[src/rtl/cpu9_pkg.sv]
package cpu9_pkg;

   localparam int OPC_W = 3;

   localparam logic [OPC_W-1:0] OPC_LOAD  = 3'b010;
   localparam logic [OPC_W-1:0] OPC_STORE = 3'b011;
   localparam logic [OPC_W-1:0] OPC_SUB   = 3'b101;
   localparam logic [OPC_W-1:0] OPC_JERR  = 3'b110;
   localparam logic [OPC_W-1:0] OPC_STOP  = 3'b111;

   typedef enum logic [1:0] {
      ST_FETCH  = 2'd0,
      ST_DECODE = 2'd1,
      ST_EXEC   = 2'd2,
      ST_HALT   = 2'd3
   } state_t;

   typedef enum logic [2:0] {
      K_LOAD  = 3'd0,
      K_STORE = 3'd1,
      K_SUB   = 3'd2,
      K_JERR  = 3'd3,
      K_STOP  = 3'd4,
      K_BAD   = 3'd5
   } kind_t;

endpackage

[src/rtl/cpu9_mem.sv]
module cpu9_mem #(
   parameter int DW = 9,
   parameter int AW = 5
) (
   input  logic          clk,
   input  logic          we,
   input  logic [AW-1:0] addr,
   input  logic [DW-1:0] wdata,
   output logic [DW-1:0] rdata
);
   localparam int DEPTH = 1 << AW;

   logic [DW-1:0] store_q [DEPTH];

   always_ff @(posedge clk) begin
      if (we) begin
         store_q[addr] <= wdata;
      end
      rdata <= store_q[addr];
   end
endmodule

[src/rtl/cpu9_decode.sv]
module cpu9_decode
   import cpu9_pkg::*;
#(
   parameter int DW = 9,
   parameter int AW = 5
) (
   input  logic [DW-1:0] ir,
   output kind_t         kind,
   output logic          reg_sel,
   output logic [AW-1:0] operand
);
   logic [OPC_W-1:0] opc;

   assign opc     = ir[DW-1 -: OPC_W];
   assign reg_sel = ir[AW];
   assign operand = ir[AW-1:0];

   always_comb begin
      unique case (opc)
         OPC_LOAD:  kind = K_LOAD;
         OPC_STORE: kind = K_STORE;
         OPC_SUB:   kind = K_SUB;
         OPC_JERR:  kind = K_JERR;
         OPC_STOP:  kind = K_STOP;
         default:   kind = K_BAD;
      endcase
   end
endmodule

[src/rtl/cpu9_regfile.sv]
module cpu9_regfile #(
   parameter int DW   = 9,
   parameter int NREG = 2,
   localparam int RSW = (NREG > 1) ? $clog2(NREG) : 1
) (
   input  logic              clk,
   input  logic              rst,
   input  logic              we,
   input  logic [RSW-1:0]    wsel,
   input  logic [DW-1:0]     wdata,
   output logic [NREG*DW-1:0] rd_flat
);
   for (genvar gi = 0; gi < NREG; gi++) begin : g_reg
      logic [DW-1:0] q;
      always_ff @(posedge clk) begin
         if (rst) begin
            q <= '0;
         end else if (we && (wsel == RSW'(gi))) begin
            q <= wdata;
         end
      end
      assign rd_flat[gi*DW +: DW] = q;
   end
endmodule

[src/rtl/cpu9_ctrl.sv]
module cpu9_ctrl
   import cpu9_pkg::*;
#(
   parameter int DW = 9,
   parameter int AW = 5
) (
   input  logic          clk,
   input  logic          rst,
   input  logic          stall,
   input  logic [AW-1:0] start_addr,
   input  logic [DW-1:0] mem_rdata,
   input  kind_t         kind,
   input  logic          reg_sel,
   input  logic [AW-1:0] operand,
   input  logic [DW-1:0] a_val,
   input  logic [DW-1:0] b_val,
   input  logic          dbg_wr_pc,
   input  logic          dbg_wr_err,
   input  logic [AW-1:0] dbg_pc_val,
   input  logic          dbg_err_val,
   output logic [AW-1:0] mem_addr,
   output logic          mem_we,
   output logic [DW-1:0] mem_wdata,
   output logic          rf_we,
   output logic          rf_sel,
   output logic [DW-1:0] rf_wdata,
   output logic [AW-1:0] pc,
   output logic [DW-1:0] ir,
   output logic          err,
   output state_t        state,
   output logic          illegal
);
   localparam logic [AW-1:0] PC_STEP = AW'(1);

   logic          phase;
   logic          under;
   logic [DW-1:0] diff;
   logic [AW-1:0] pc_next;
   logic          in_exec;

   assign under   = b_val > a_val;
   assign diff    = under ? '0 : (a_val - b_val);
   assign pc_next = pc + PC_STEP;
   assign in_exec = (state == ST_EXEC) && !stall && !rst;

   always_ff @(posedge clk) begin
      if (rst) begin
         state   <= ST_FETCH;
         phase   <= 1'b0;
         pc      <= start_addr;
         ir      <= '0;
         err     <= 1'b0;
         illegal <= 1'b0;
      end else if (stall) begin
         phase <= 1'b0;
         if (dbg_wr_pc) begin
            pc <= dbg_pc_val;
         end
         if (dbg_wr_err) begin
            err <= dbg_err_val;
         end
      end else begin
         unique case (state)
            ST_FETCH: begin
               if (!phase) begin
                  phase <= 1'b1;
               end else begin
                  phase <= 1'b0;
                  ir    <= mem_rdata;
                  state <= ST_DECODE;
               end
            end
            ST_DECODE: begin
               if (kind == K_BAD) begin
                  illegal <= 1'b1;
                  state   <= ST_HALT;
               end else if (kind == K_STOP) begin
                  state <= ST_HALT;
               end else begin
                  state <= ST_EXEC;
               end
            end
            ST_EXEC: begin
               unique case (kind)
                  K_LOAD: begin
                     if (!phase) begin
                        phase <= 1'b1;
                     end else begin
                        phase <= 1'b0;
                        err   <= 1'b0;
                        pc    <= pc_next;
                        state <= ST_FETCH;
                     end
                  end
                  K_STORE: begin
                     err   <= 1'b0;
                     pc    <= pc_next;
                     state <= ST_FETCH;
                  end
                  K_SUB: begin
                     err   <= under;
                     pc    <= pc_next;
                     state <= ST_FETCH;
                  end
                  K_JERR: begin
                     pc    <= err ? operand : pc_next;
                     err   <= 1'b0;
                     state <= ST_FETCH;
                  end
                  default: state <= ST_HALT;
               endcase
            end
            default: state <= ST_HALT;
         endcase
      end
   end

   assign mem_addr  = (state == ST_EXEC) ? operand : pc;
   assign mem_we    = in_exec && (kind == K_STORE);
   assign mem_wdata = reg_sel ? b_val : a_val;
   assign rf_we     = in_exec && (((kind == K_LOAD) && phase) || (kind == K_SUB));
   assign rf_sel    = (kind == K_SUB) ? 1'b0 : reg_sel;
   assign rf_wdata  = (kind == K_SUB) ? diff : mem_rdata;
endmodule

[src/rtl/cpu9_core.sv]
module cpu9_core
   import cpu9_pkg::*;
#(
   parameter int DW = 9,
   parameter int AW = 5
) (
   input  logic          clk,
   input  logic          rst,
   input  logic [AW-1:0] start_addr,
   output logic          halted,
   output logic          illegal_op,
   input  logic          dbg_en,
   input  logic          dbg_we,
   input  logic          dbg_sel,
   input  logic [AW-1:0] dbg_addr,
   input  logic [DW-1:0] dbg_wdata,
   output logic [DW-1:0] dbg_rdata
);
   localparam int NREG = 2;

   if (DW != OPC_W + 1 + AW) begin : g_bad_fmt
      $error("cpu9_core: DW must equal opcode width + 1 + AW");
   end
   if (AW < 3) begin : g_bad_aw
      $error("cpu9_core: AW must be at least 3 to index the register space");
   end

   logic [AW-1:0]      core_addr, mem_addr_w, operand_w, pc_w;
   logic               core_we, mem_we_w, reg_sel_w, err_w;
   logic [DW-1:0]      core_wdata, mem_wdata_w, mem_rdata_w, ir_w;
   logic               core_rf_we, core_rf_sel, rf_we_w, rf_sel_w;
   logic [DW-1:0]      core_rf_wdata, rf_wdata_w, a_w, b_w;
   logic [NREG*DW-1:0] rd_flat_w;
   kind_t              kind_w;
   state_t             state_w;
   logic               dbg_reg_wr, dbg_wr_pc, dbg_wr_err;
   logic [DW-1:0]      reg_view, reg_view_q;
   logic               sel_q;

   assign a_w = rd_flat_w[0 +: DW];
   assign b_w = rd_flat_w[DW +: DW];

   assign dbg_reg_wr = dbg_en && dbg_we && dbg_sel && !rst;
   assign dbg_wr_pc  = dbg_reg_wr && (dbg_addr == AW'(2));
   assign dbg_wr_err = dbg_reg_wr && (dbg_addr == AW'(4));

   assign mem_addr_w  = dbg_en ? dbg_addr : core_addr;
   assign mem_we_w    = dbg_en ? (dbg_we && !dbg_sel) : core_we;
   assign mem_wdata_w = dbg_en ? dbg_wdata : core_wdata;

   assign rf_we_w    = dbg_en ? (dbg_reg_wr && (dbg_addr < AW'(NREG))) : core_rf_we;
   assign rf_sel_w   = dbg_en ? dbg_addr[0] : core_rf_sel;
   assign rf_wdata_w = dbg_en ? dbg_wdata : core_rf_wdata;

   cpu9_mem #(.DW(DW), .AW(AW)) u_mem (
      .clk   (clk),
      .we    (mem_we_w),
      .addr  (mem_addr_w),
      .wdata (mem_wdata_w),
      .rdata (mem_rdata_w)
   );

   cpu9_decode #(.DW(DW), .AW(AW)) u_dec (
      .ir      (ir_w),
      .kind    (kind_w),
      .reg_sel (reg_sel_w),
      .operand (operand_w)
   );

   cpu9_regfile #(.DW(DW), .NREG(NREG)) u_rf (
      .clk     (clk),
      .rst     (rst),
      .we      (rf_we_w),
      .wsel    (rf_sel_w),
      .wdata   (rf_wdata_w),
      .rd_flat (rd_flat_w)
   );

   cpu9_ctrl #(.DW(DW), .AW(AW)) u_ctrl (
      .clk         (clk),
      .rst         (rst),
      .stall       (dbg_en),
      .start_addr  (start_addr),
      .mem_rdata   (mem_rdata_w),
      .kind        (kind_w),
      .reg_sel     (reg_sel_w),
      .operand     (operand_w),
      .a_val       (a_w),
      .b_val       (b_w),
      .dbg_wr_pc   (dbg_wr_pc),
      .dbg_wr_err  (dbg_wr_err),
      .dbg_pc_val  (dbg_wdata[AW-1:0]),
      .dbg_err_val (dbg_wdata[0]),
      .mem_addr    (core_addr),
      .mem_we      (core_we),
      .mem_wdata   (core_wdata),
      .rf_we       (core_rf_we),
      .rf_sel      (core_rf_sel),
      .rf_wdata    (core_rf_wdata),
      .pc          (pc_w),
      .ir          (ir_w),
      .err         (err_w),
      .state       (state_w),
      .illegal     (illegal_op)
   );

   always_comb begin
      unique case (dbg_addr)
         AW'(0):  reg_view = a_w;
         AW'(1):  reg_view = b_w;
         AW'(2):  reg_view = {{(DW-AW){1'b0}}, pc_w};
         AW'(3):  reg_view = ir_w;
         AW'(4):  reg_view = {{(DW-1){1'b0}}, err_w};
         default: reg_view = '0;
      endcase
   end

   always_ff @(posedge clk) begin
      reg_view_q <= reg_view;
      sel_q      <= dbg_sel;
   end

   assign dbg_rdata = sel_q ? reg_view_q : mem_rdata_w;
   assign halted    = (state_w == ST_HALT);
endmodule

[config.mk]
export PLATFORM = sky130hd
export DESIGN_NAME = cpu9_core
export DESIGN_NICKNAME = d
export VERILOG_FILES = /design/src/rtl/cpu9_pkg.sv /design/src/rtl/cpu9_mem.sv /design/src/rtl/cpu9_decode.sv /design/src/rtl/cpu9_regfile.sv /design/src/rtl/cpu9_ctrl.sv /design/src/rtl/cpu9_core.sv
export SDC_FILE = /design/constraint.sdc
export NUM_CORES = 1
export LEC_CHECK = 0
export CAP_MARGIN = 20
export CORE_MARGIN = 2
export CORE_UTILIZATION = 50
export DETAILED_ROUTE_END_ITERATION = 6
export PLACE_DENSITY = 0.67
export SLEW_MARGIN = 25
export SYNTH_ARGS = -nofsm -noshare
export SYNTH_HDL_FRONTEND = slang
export SYNTH_SLANG_ARGS = --single-unit
[constraint.sdc]
create_clock -name clk -period 3.6 [get_ports clk]
set_input_delay 0.36 -clock clk [delete_from_list [all_inputs] [get_ports clk]]
set_output_delay 0.36 -clock clk [all_outputs]
set_load 0.01 [all_outputs]
==> key figures, run 1 <==
Route
  – Via density: 6.13
  – Router iterations before antenna repair: 5
  – WL/cell: 25.3 µm
  – DRT antenna net count: 0
  – Routed WL: 38600 µm
  – # DRC: 0
  – First-iteration detailed-routing DRC count: 979
  – DR vias: 9360

CTS
  – Skew-Pair Late Insertion Delay: 0.53 ns
  – CTS tree: done
  – Num CTS Buffers: 36
  – Max Root-Sink Buffers: 3
  – CTS HTree Levels: 2
  – Post-CTS Hold Buffers: 0
  – Clock slew at reported path FFs: 0.06 ns
  – Postcts setup bufs: 0
  – CTS resizes: 0
  – Clk sink count: 344
  – Root buffer cell: clkbuf_16

Setup path
  – Crit Path Class: flip-flop to flip-flop
  – Arr. time, crit path: 3.73 ns
  – Req. time, crit path: 3.97 ns
  – Type of origin of the critical path: flip-flop
  – Crit end category: flip-flop
  – Crit-path max FO: 24

Job
  – Max-cap viol count: 0

Synthesis
  – Share of the synthesized area in the top cell type: 60.0%
  – Post-synth EDFFs: 293
  – Top FF cell, synth: edfxtp_1
  – Sequential-to-total area share from yosys stat: 67.0%
  – Synthesized cell area: 0.0147 mm²
  – Synth area leaders: edfxtp_1, mux2i_1, dfxtp_1
  – Number of warnings issued by yosys: 0
  – Distinct cells, synth: 65
  – Avg Cell Area, Syn: 14.2 µm²
  – Area leader, netlist: edfxtp_1
  – Asr flop ratio synth: 0%
  – Synth Instances: 1033
  – Net Count, Synth: 1068
  – Seq cells post-synth: 344

STA
  – Endpoints failing setup: 0
  – Post-route setup slack: 0.241 ns
  – Max Fclk: 0.298 GHz
  – Final Max Slew Viols: 0
  – Final hold viol count: 0
  – Slew margin rel.: 39.9%
  – Worst Tran Pin Value: 0.894 ns
  – TNS Setup: 0 ns
  – RSZ-0062 raised after global routing: false
  – Hold slack final: 0.352 ns
  – Layout Skew: 0.0213 ns
  – Final min period: 3.36 ns
  – Period utilization: 93.3%

Die
  – Die Ht: 175 µm
  – I/O pin count: 35
  – Die Area: 0.0307 mm²
  – # rows: 62
  – Chip Width: 175 µm
  – Placeable Area: 0.0288 mm²
  – Starting Density: 50.9%

Placed design
  – Port Buf Inserts: 34
  – Pre-CTS setup slack: 0.295 ns
  – Final HPWL DP: 26000 µm
  – GP Congestion: 0.960
  – Placed cell area: 0.0158 mm²

Power and ir drop
  – Pwr Density: 534 mW/mm²
  – LEAKAGE: 0.00587 µW
  – VDD IR max: 439 µV

Layout
  – Most used cells in the layout excluding fill and tap cells: edfxtp_1, mux2i_1, o22ai_1
  – Share of cells above drive strength 1: 14.0%
  – Synthesis-to-finish area growth: 15.5%
  – Post-route cell area: 0.0169 mm²
  – Fin nets: 1151
  – Core Util, Final: 58.8%
  – Commonest non-fill, non-tap cell in the layout: edfxtp_1

Outcome
  – Status: finished, final reports clean

Global route
  – GRT overflow: 0
  – Number of global-route vias before repair: 9024
  – First-pass GRT wire length: 57000 µm
  – Largest net degree at the start of global routing: 47
  – Initial antenna violation count: 0
  – Total track usage: 25.2%

Hold path
  – Min-Delay Path Class: input port to flip-flop
[cell families (layout without fill, tap and decap cells)]
family,count (synthesis),in the layout,share of synthesized area [%]
buffers and inverters,71,179,2.33
adder cells (fa/ha/maj),11,11,0.990
flip-flops,344,344,67.0
multiplexers,171,171,11.8
AO/OA/AOI/OAI,195,195,9.05
AND/OR/NAND/NOR,232,232,8.32
other,0,1,0
XOR/XNOR,9,9,0.538
[area by class of cell]
| class | count | area (µm²) |
|---|---|---|
| clock inverter | 20 | 249 |
| multi-input combinational | 618 | 4550 |
| sequential | 344 | 9820 |
| fill | 2245 | 11900 |
| clock buffer | 43 | 927 |
| tap | 384 | 480 |
| inverter | 20 | 75.1 |
| timing repair buffer | 96 | 826 |
| antenna | 1 | 2.50 |
[critical path, stage by stage (launching register included)]
cell,delay [ns]
dfxtp_1,0.61
nor2b_2,0.17
o311ai_4,0.58
buf_4,0.50
mux2i_1,0.35
o22ai_1,0.11
nor4_1,0.69
nand2_1,0.17
[layer usage]
metal / GRT usage, % / vias up / routed length, µm
met1: 33.0 / 4625 / 16000
met3: 6.05 / 92 / 2960
li1: - / 4215 / -
met2: 40.7 / 428 / 18000
met5: 0 / - / 0
met4: 9.97 / 0 / 1570
[path summary, 6_finish.rpt]
| path | startpoint | to | slack, ns | cells past startpoint |
|---|---|---|---|---|
| worst max register to register | u_ctrl.state[0] | u_mem.rdata[7] | 0.24 | 7 |
| worst max-delay path | u_ctrl.state[0] | u_mem.rdata[7] | 0.24 | 7 |
| worst min-delay path | dbg_en | u_ctrl.phase | 0.35 | 2 |
| worst min register to register | u_ctrl.illegal | u_ctrl.illegal | 0.48 | 2 |
[state kept, by name (all words and copies together), names as in the netlist, 2 cells and up]
name / cells
u_mem.rdata: 9
u_ctrl.ir: 9
u_mem.store_q: 288
u_rf.g.q: 18
u_ctrl.pc: 5
u_ctrl.state: 2
reg_view_q: 9
[power breakdown]
part	switching [µW]	internal, µW
clock network	1500	2210
logic	528	311
registers	96.0	4400
[synth_stat cells, types with 3 or more instances]
cell / count
o31ai_1: 9
mux2i_1: 162
ha_1: 10
a211oi_1: 12
edfxtp_1: 293
nor3_1: 10
nor4_1: 19
buf_6: 4
nand2_1: 70
xnor2_1: 7
a21oi_1: 24
dfxtp_1: 51
o22ai_1: 78
clkbuf_1: 11
inv_1: 20
nand3_1: 22
nor2_1: 67
o21ai_0: 20
a31oi_1: 5
o21a_1: 4
nand2b_1: 9
buf_1: 6
mux2_2: 9
buf_4: 3
a22oi_1: 3
a221o_1: 3
o31ai_2: 3
a221oi_1: 10
buf_2: 27
nand4_2: 16
[stage by stage]
| stage | cells | total power, µW |
|---|---|---|
| CTS | 1525 | 9070 |
| global placement | 1462 | 5390 |
| detailed placement | 1462 | 5400 |
| global route | 1525 | 9290 |
| floorplan | 1033 | 5040 |
| finish | 1526 | 9040 |
(Power assumes the default switching activity.)
==> run 2: changes to the inputs <==
--- a/config.mk
+++ b/config.mk
@@ -6,7 +6,6 @@
 export NUM_CORES = 1
 export LEC_CHECK = 0
 export CAP_MARGIN = 20
-export CORE_MARGIN = 2
 export CORE_UTILIZATION = 50
 export DETAILED_ROUTE_END_ITERATION = 6
 export PLACE_DENSITY = 0.67
==> key figures, run 2 (synthesized netlist as in run 1, its figures left out) <==
Power and ir drop
  – Pwr Density: 537 mW/mm²
  – Switch share: 24.0%
  – Internal: 6940 µW
  – NetSw: 2190 µW
  – Combinational power share: 9.1%
  – Clock power share: 41.6%
  – Sequential power share: 49.3%
  – VDD IR max: 303 µV
  – LEAKAGE: 0.00591 µW

Global route
  – Total track usage: 26.0%
  – Initial antenna violation count: 0
  – Largest net degree at the start of global routing: 45
  – GRT overflow: 0
  – Number of global-route vias before repair: 9021
  – First-pass GRT wire length: 57800 µm

Route
  – # DRC: 0
  – Via density: 6.20
  – First-iteration detailed-routing DRC count: 1197
  – Routed WL: 38900 µm
  – DRT antenna net count: 0
  – DR vias: 9499
  – Router iterations before antenna repair: 6
  – WL/cell: 25.4 µm

CTS
  – Root buffer cell: clkbuf_16
  – Skew-Pair Late Insertion Delay: 0.54 ns
  – Max Root-Sink Buffers: 3
  – Num CTS Buffers: 37
  – CTS resizes: 0
  – Clk sink count: 344
  – Clock slew at reported path FFs: 0.06 ns
  – CTS HTree Levels: 2
  – Postcts setup bufs: 0
  – Post-CTS Hold Buffers: 0
  – CTS tree: done

STA
  – TNS Setup: 0 ns
  – Slew margin rel.: 41.2%
  – Worst Tran Pin Value: 0.875 ns
  – Layout Skew: 0.0192 ns
  – Final min period: 3.11 ns
  – Final hold viol count: 0
  – Endpoints failing setup: 0
  – RSZ-0062 raised after global routing: false
  – Period utilization: 86.3%
  – Final Max Slew Viols: 0
  – Max Fclk: 0.322 GHz

Setup path
  – Arr. time, crit path: 3.50 ns
  – Delay-heaviest family, CP: simple AND/OR/NAND/NOR gates
  – Crit end category: flip-flop
  – Max incr delay on CP: 0.61 ns
  – Type of origin of the critical path: flip-flop
  – Crit Path Class: flip-flop to flip-flop
  – CP max-delay cell: dfxtp_1
  – Crit-path max FO: 44
  – Req. time, crit path: 4.00 ns
  – Crit-path cells: nor2b_2 -> o311ai_4 -> buf_12 -> buf_4 -> mux2i_1 -> o22ai_1 -> nor4_1 -> nand2_1
  – Worst R2R Start: u_ctrl.state[0]
  – Worst Setup SP: u_ctrl.state[0]
  – Buffers & Inverters on Critical Path: 2

Layout
  – ANT cells: 0
  – Biggest register: u_mem.store_q
  – Number of flip-flops in the largest register: 288
  – Share of cells above drive strength 1: 14.7%
  – Sequential Area: 0.00982 mm²
  – Fin nets: 1153
  – Fillers: 2241
  – Multi-input logic area: 0.00455 mm²
  – Post-route cell area: 0.0170 mm²
  – Most used cells in the layout excluding fill and tap cells: edfxtp_1, mux2i_1, o22ai_1
  – Largest registers: u_mem.store_q: 288 flops, u_rf.g.q: 18 flops
  – Commonest non-fill, non-tap cell in the layout: edfxtp_1
  – Synthesis-to-finish area growth: 16.0%

Hold path
  – Hold path start: dbg_en
  – Min-Delay Path Class: input port to flip-flop

Die
  – Die Ht: 173 µm
  – Placeable Area: 0.0288 mm²
  – Starting Density: 50.9%
  – Chip Width: 173 µm
  – I/O pin count: 35
  – # rows: 62
  – Die Area: 0.0300 mm²

Outcome
  – Status: finished, final reports clean

Placed design
  – GP Congestion: 1.02
  – Placed cell area: 0.0158 mm²
  – Final HPWL DP: 26200 µm
  – Port Buf Inserts: 34

Job
  – Max-cap viol count: 0
## run 2: per-stage QoR
| stage | instances | utilization [%] | setup slack, ns | total power [µW] | hold WS [ns] |
|---|---|---|---|---|---|
| detailed placement | 1463 | 54.8 | 0.605 | 5400 | 0.476 |
| global placement | 1463 | 54.8 | 0.602 | 5400 | 0.471 |
| finish | 1531 | 59.1 | 0.492 | 9130 | 0.375 |
| CTS | 1531 | 59.1 | 0.584 | 9170 | 0.368 |
| floorplan | 1033 | - | 0.745 | 5040 | 0.388 |
| global route | 1531 | 59.1 | 0.423 | 9370 | 0.402 |
## run 2: worst reg2reg max path, cell delays in order (launching register included)
cell and delay (ns):
dfxtp_1 0.61, nor2b_2 0.17, o311ai_4 0.48, buf_12 0.34, buf_4 0.31, mux2i_1 0.34, o22ai_1 0.13, nor4_1 0.50
nand2_1 0.11
## run 2: area by class of cell
type                            count  area share [%]
Sequential cell                   344            57.7
Inverter                           20           0.442
Tap cell                          384            2.83
Clock inverter                     24            1.35
Multi-Input combinational cell    618            26.8
Timing Repair Buffer               97            4.97
Clock buffer                       44            5.90
## run 2: power groups by stage
stage | Clock (µW) | Combinational [µW] | Sequential (µW)
floorplan | 0 | 524 | 4510
global placement | 0 | 815 | 4580
detailed placement | 0 | 818 | 4580
CTS | 3850 | 821 | 4500
global route | 3990 | 874 | 4500
finish | 3800 | 831 | 4500
## run 2: path summary, 6_finish.rpt
check                                 endpoint  slack (ns)  cells past startpoint
worst min-delay path              u_ctrl.phase        0.38                      2
worst max-delay path            u_mem.rdata[4]        0.49                      8
worst max register to register  u_mem.rdata[4]        0.49                      8
worst min register to register    u_ctrl.ir[1]        0.50                      2
## run 2: routing by layer
layer	share of wire (%)	GRT usage, %	vias to the layer above
met4	4.3	10.9	0
li1	-	-	4224
met1	40	34.8	4678
met2	47	42.0	488
met5	0	0	-
met3	8.2	4.68	109
